### config.mk
export PLATFORM = sky130hd
export DESIGN_NAME = refresh_credit_sched
export DESIGN_NICKNAME = d
export VERILOG_FILES = /design/src/rtl/refsched_pkg.sv /design/src/rtl/refsched_interval_timer.sv /design/src/rtl/refsched_credit.sv /design/src/rtl/refsched_recovery.sv /design/src/rtl/refresh_credit_sched.sv
export SDC_FILE = /design/constraint.sdc
export NUM_CORES = 1
export LEC_CHECK = 0
export BUFFER_PORTS_ARGS = -buffer_cell sky130_fd_sc_hd__buf_2
export CAP_MARGIN = 20
export CORE_AREA = 2 2 48 94
export DETAILED_ROUTE_END_ITERATION = 8
export DIE_AREA = 0 0 50 96
export SETUP_SLACK_MARGIN = 0.02
export SLEW_MARGIN = 25
export SYNTH_ARGS = -nofsm -noshare
export SYNTH_HDL_FRONTEND = slang
export SYNTH_SLANG_ARGS = --single-unit
### constraint.sdc
create_clock -name clk -period 3.5 [get_ports clk]
set_input_delay 0.525 -clock clk [delete_from_list [all_inputs] [get_ports clk]]
set_output_delay 0.525 -clock clk [all_outputs]
set_load 0.01 [all_outputs]
### src/rtl/refsched_pkg.sv
`timescale 1ns/1ps
package refsched_pkg;

  // Request level presented towards the arbiter
  typedef enum logic [1:0] {
    LVL_IDLE   = 2'd0,
    LVL_POLITE = 2'd1,
    LVL_URGENT = 2'd2
  } ref_level_e;

  // Cycles per interval from clock in kHz and interval in ns
  function automatic int unsigned cycles_per_interval(input int unsigned clk_khz,
                                                      input int unsigned interval_ns);
    longint unsigned prod;
    prod = longint'(clk_khz) * longint'(interval_ns);
    return int'(prod / 64'd1000000);
  endfunction

endpackage

### src/rtl/refsched_interval_timer.sv
`timescale 1ns/1ps
module refsched_interval_timer #(
  parameter int unsigned TICK_CYCLES = 3125
) (
  input  logic clk,
  input  logic rst_n,
  output logic tick_o
);

  generate
    if (TICK_CYCLES <= 1) begin : g_every_cycle
      // Degenerate case: every clock edge after reset is a tick
      logic unused_clk;
      assign unused_clk = clk;
      assign tick_o = rst_n;
    end else begin : g_counter
      localparam int unsigned W = $clog2(TICK_CYCLES);
      localparam logic [W-1:0] RELOAD = W'(TICK_CYCLES - 1);

      logic [W-1:0] cnt_q;

      always_ff @(posedge clk or negedge rst_n) begin
        if (!rst_n) begin
          cnt_q <= RELOAD;
        end else if (cnt_q == '0) begin
          cnt_q <= RELOAD;
        end else begin
          cnt_q <= cnt_q - 1'b1;
        end
      end

      assign tick_o = (cnt_q == '0);
    end
  endgenerate

endmodule

### src/rtl/refsched_credit.sv
`timescale 1ns/1ps
module refsched_credit
  import refsched_pkg::*;
#(
  parameter int unsigned DEFER_MAX = 8,
  parameter int unsigned CW        = 4
) (
  input  logic          clk,
  input  logic          rst_n,
  input  logic          tick_i,
  input  logic          take_i,
  output logic [CW-1:0] owed_o,
  output ref_level_e    level_o
);

  localparam logic [CW:0]   SAT_W = (CW+1)'(DEFER_MAX + 1);
  localparam logic [CW-1:0] SAT   = CW'(DEFER_MAX + 1);
  localparam logic [CW-1:0] LIMIT = CW'(DEFER_MAX);

  logic [CW-1:0] owed_q;
  logic [CW:0]   sum;
  logic [CW-1:0] owed_d;

  // One step: add the tick, remove the taken refresh, clamp at the cap
  always_comb begin
    sum = {1'b0, owed_q};
    if (tick_i) begin
      sum = sum + 1'b1;
    end
    if (take_i && (sum != '0)) begin
      sum = sum - 1'b1;
    end
    if (sum > SAT_W) begin
      owed_d = SAT;
    end else begin
      owed_d = sum[CW-1:0];
    end
  end

  always_ff @(posedge clk or negedge rst_n) begin
    if (!rst_n) begin
      owed_q <= '0;
    end else begin
      owed_q <= owed_d;
    end
  end

  always_comb begin
    if (owed_q == '0) begin
      level_o = LVL_IDLE;
    end else if (owed_q >= LIMIT) begin
      level_o = LVL_URGENT;
    end else begin
      level_o = LVL_POLITE;
    end
  end

  assign owed_o = owed_q;

endmodule

### src/rtl/refsched_recovery.sv
`timescale 1ns/1ps
module refsched_recovery #(
  parameter int unsigned TRFC_CYC = 14
) (
  input  logic clk,
  input  logic rst_n,
  input  logic start_i,
  output logic busy_o
);

  localparam int unsigned W = (TRFC_CYC < 2) ? 1 : $clog2(TRFC_CYC + 1);
  localparam logic [W-1:0] LOAD = W'(TRFC_CYC);

  logic [W-1:0] left_q;

  always_ff @(posedge clk or negedge rst_n) begin
    if (!rst_n) begin
      left_q <= '0;
    end else if (start_i) begin
      left_q <= LOAD;
    end else if (left_q != '0) begin
      left_q <= left_q - 1'b1;
    end
  end

  assign busy_o = (left_q != '0);

endmodule

### src/rtl/refresh_credit_sched.sv
`timescale 1ns/1ps
module refresh_credit_sched
  import refsched_pkg::*;
#(
  parameter int unsigned CLK_KHZ     = 200000,
  parameter int unsigned INTERVAL_NS = 15625,
  parameter int unsigned TRFC_CYC    = 14,
  parameter int unsigned DEFER_MAX   = 8
) (
  input  logic clk,
  input  logic rst_n,
  input  logic ref_gnt,
  output logic ref_req,
  output logic ref_urgent,
  output logic ref_busy,
  output logic cmd_ref,
  output logic cke_keep
);

  localparam int unsigned TICK_CYCLES = cycles_per_interval(CLK_KHZ, INTERVAL_NS);
  localparam int unsigned CW          = $clog2(DEFER_MAX + 2);

  logic          tick;
  logic          take;
  logic          busy;
  logic [CW-1:0] owed;
  ref_level_e    level;
  logic          cmd_q;

  refsched_interval_timer #(
    .TICK_CYCLES(TICK_CYCLES)
  ) u_timer (
    .clk   (clk),
    .rst_n (rst_n),
    .tick_o(tick)
  );

  refsched_credit #(
    .DEFER_MAX(DEFER_MAX),
    .CW       (CW)
  ) u_credit (
    .clk    (clk),
    .rst_n  (rst_n),
    .tick_i (tick),
    .take_i (take),
    .owed_o (owed),
    .level_o(level)
  );

  refsched_recovery #(
    .TRFC_CYC(TRFC_CYC)
  ) u_recovery (
    .clk    (clk),
    .rst_n  (rst_n),
    .start_i(take),
    .busy_o (busy)
  );

  // Valid/ready: request shown only when something is owed and the bus is free
  assign ref_req = (level != LVL_IDLE) && !busy;
  assign take    = ref_req && ref_gnt;

  always_ff @(posedge clk or negedge rst_n) begin
    if (!rst_n) begin
      cmd_q <= 1'b0;
    end else begin
      cmd_q <= take;
    end
  end

  assign ref_urgent = (level == LVL_URGENT);
  assign ref_busy   = busy;
  assign cmd_ref    = cmd_q;
  assign cke_keep   = busy;

endmodule

==> results.sh <==
export IMPL_cp_required_ns=3.67
export IMPL_critPathLaunchType="flop"
export IMPL_nets=145
export IMPL_n_antenna_cell=0
export IMPL_yosysSeqAreaShare=0.403
export IMPL_cts_buffer_depth=2
export IMPL_fin_tns_setup_ns=0
export IMPL_postCtsSetupRepairBufs=0
export IMPL_power_density_nw_per_um2=546
export IMPL_wire_per_inst_um=15.1
export IMPL_dpl_cell_count=184
export IMPL_cp_arrival_ns=3.01
export IMPL_hpwl_um=2140
export IMPL_multi_input_area_um2=724
export IMPL_stdcell_count=188
export IMPL_ioPinCount=8
export IMPL_antenna_left=0
export IMPL_setup_viol=0
export IMPL_dr_pass1_iters=4
export IMPL_drive_gt1_frac=0.228
export IMPL_vias=1007
export IMPL_synth_edff_count=0
export IMPL_drtIter0Drc=27
export IMPL_cp_cell_sequence="inv_1 -> ha_1 -> nor3b_1 -> nand3_2 -> mux2i_1 -> ha_1 -> inv_1 -> o21ai_0 -> a2111oi_0 -> o31ai_1 -> o2111ai_1"
export IMPL_critical_path_buf_inv_count=2
export IMPL_final_max_slew_viol_count=0
export IMPL_synth_area_um2=1320
export IMPL_rr_startpoint="u_timer.g_counter.cnt_q[0]"
export IMPL_die_area_um2=4800
export IMPL_post_route_min_period_ns=2.84
export IMPL_grt_max_degree=22
export IMPL_path_delay_family="compound AO/OA/AOI/OAI gates"
export IMPL_grt_pass1_vias=1057
export IMPL_insertion_delay_ns=0.26
export IMPL_initial_utilization=0.323
export IMPL_wl_um=2830
export IMPL_cp_startpoint="u_timer.g_counter.cnt_q[0]"
export IMPL_die_w_um=50
export IMPL_area_growth_pct=9.11
export IMPL_vdd_ir_drop_max_v=0.000170
export IMPL_yosysWarningCount=0
export IMPL_path_clk_slew_ns=0.08
export IMPL_ctsRootBufferMaster="clkbuf_8"
export IMPL_cts_num_sinks=21
export IMPL_crit_type="flop to flop"
export IMPL_cts_resized=0
export IMPL_min_period_over_period=0.811
export IMPL_chipHeight_um=96
export IMPL_antenna_found_initial=0
export IMPL_grt_first_pass_wirelength_um=4820
export IMPL_hp_class="primary input to async pin"
export IMPL_crit_path_max_fanout=5
export IMPL_numCtsBuffers=3
export IMPL_nFillCells=431
export IMPL_design_area_um2=1440
export IMPL_slowest_stage="nor3b_1"
export IMPL_end_kind="flop"
export IMPL_power_leakage_nw=0.573
export IMPL_rows=33
export IMPL_syn_area_per_cell_um2=10.2
export IMPL_drv_cap=0
export IMPL_syn_nets=137
export IMPL_status="complete, no violations"
export IMPL_seq_area_um2=532
export IMPL_rsz0062_at_grt="no"
export IMPL_synth_ff_type="dfrtp_1"
export IMPL_drc_errors=0
export IMPL_cts_htree_levels=1
export IMPL_via_per_inst=5.36
export IMPL_clock_fmax_mhz=352
export IMPL_syn_inst=129
export IMPL_cts_tree="done"
export IMPL_clock_skew_ns=0.00530
export IMPL_relSlewSlack=0.534
export IMPL_tightest_slew_ns=0.697
export IMPL_grt_use_total=0.133
export IMPL_cts_hold_buf=0
export IMPL_gp_congestion=0.919
export IMPL_coreArea_um2=4090
export IMPL_hold_viol_final=0
export IMPL_cpPeakStageDelay_ns=0.47
export IMPL_placed_area_um2=1390
export IMPL_grt_ovfl_total=0
export IMPL_netlist_cell_type_count=51
export IMPL_portBuffers=7
export IMPL_ys_ff_latch=21
export IMPL_fin_hold_ws_ns=0.221
export IMPL_ys_async_sr_fraction=1.00
==> flip-flops by register name, summed over array words and instances, names as in the netlist <==
name,count
cmd_ref,1
u_credit.owed_o,4
u_recovery.left_q,4
u_timer.g_counter.cnt_q,12
==> path summary, 6_finish.rpt <==
check / to / slack, ns / cells past startpoint
min in group clk: u_timer.g_counter.cnt_q[0] / 0.49 / 1
worst max register to register: u_credit.owed_o[0] / 0.66 / 11
worst max-delay path: u_credit.owed_o[0] / 0.66 / 11
worst min register to register: u_timer.g_counter.cnt_q[0] / 0.49 / 1
worst min-delay path: cmd_ref / 0.22 / 1
max in group asynchronous: u_timer.g_counter.cnt_q[5] / 2.91 / 1
==> metrics by stage <==
step                power [mW]  utilization  setup WS, ns
CTS                      0.800        0.352         0.652
global route             0.842        0.352         0.421
global placement         0.623        0.341         0.822
finish                   0.785        0.352         0.660
floorplan                0.570            -         0.863
detailed placement       0.635        0.341         0.697
==> cell usage after synthesis (2+ instances only) <==
cell / number / area, um^2
a211o_1: 2 / 17.5
a21oi_1: 4 / 20.0
a32oi_1: 2 / 17.5
and3_1: 2 / 12.5
buf_2: 2 / 10.0
dfrtp_1: 16 / 400
dfstp_2: 5 / 131
ha_1: 5 / 62.6
inv_1: 7 / 26.3
mux2i_1: 2 / 20.0
nand2_1: 6 / 22.5
nand3_1: 3 / 15.0
nand4_1: 3 / 18.8
nor2_1: 7 / 26.3
nor3_1: 7 / 35.0
nor3b_1: 2 / 15.0
nor4_2: 2 / 25.0
o2111ai_1: 2 / 17.5
o21ai_0: 8 / 40.0
o31ai_1: 3 / 22.5
or3_1: 3 / 18.8
xnor2_1: 4 / 35.0
xor2_1: 4 / 35.0
==> layer usage <==
| metal | vias up | wire length, um | GRT usage |
|---|---|---|---|
| met5 | - | 0 | 0 |
| met4 | 0 | 65 | 0.0833 |
| met3 | 6 | 50 | 0.0155 |
| met2 | 17 | 1610 | 0.254 |
| met1 | 494 | 1110 | 0.130 |
| li1 | 490 | - | - |
==> report_power, final <==
| part | internal (mW) | switching [mW] |
|---|---|---|
| logic | 0.128 | 0.166 |
| registers | 0.283 | 0.0515 |
| clock network | 0.0810 | 0.0761 |
| total | 0.492 | 0.293 |
==> placed cells by master (no fill, tap or decap), types with 4 or more instances in the layout <==
cell type	netlist	routed
a21oi_1	4	4
xor2_1	4	4
dfrtp_1	16	16
nor2_1	7	7
nand2_1	6	6
inv_1	7	7
ha_1	5	5
nor3_1	7	7
buf_2	2	7
xnor2_1	4	4
o21ai_0	8	8
dfstp_2	5	5
==> cell type report <==
| cell class | count | share of cell area |
|---|---|---|
| flip-flops and latches | 21 | 0.370 |
| inverters | 8 | 0.0209 |
| well taps | 52 | 0.0452 |
| repair buffers | 8 | 0.0296 |
| multi-input cells | 95 | 0.503 |
| clock buffers | 4 | 0.0313 |
==> logic make-up (layout without fill, tap and decap cells) <==
group                    Yosys count  count (layout)  synth area share
buffers and inverters             13              20            0.0474
flip-flops                        21              21             0.403
adder cells (fa/ha/maj)            5               5            0.0474
AND/OR/NAND/NOR                   47              47             0.232
AO/OA/AOI/OAI                     31              31             0.181
XOR/XNOR                           9               9            0.0655
multiplexers                       3               3            0.0237
==> worst register-to-register path: stages, from the launching register on <==
cell,delay (ns)
dfrtp_1,0.41
inv_1,0.07
ha_1,0.18
nor3b_1,0.47
nand3_2,0.21
mux2i_1,0.31
ha_1,0.31
inv_1,0.08
o21ai_0,0.11
a2111oi_0,0.38
o31ai_1,0.11
o2111ai_1,0.11
Power figures use the tool's default switching activity.
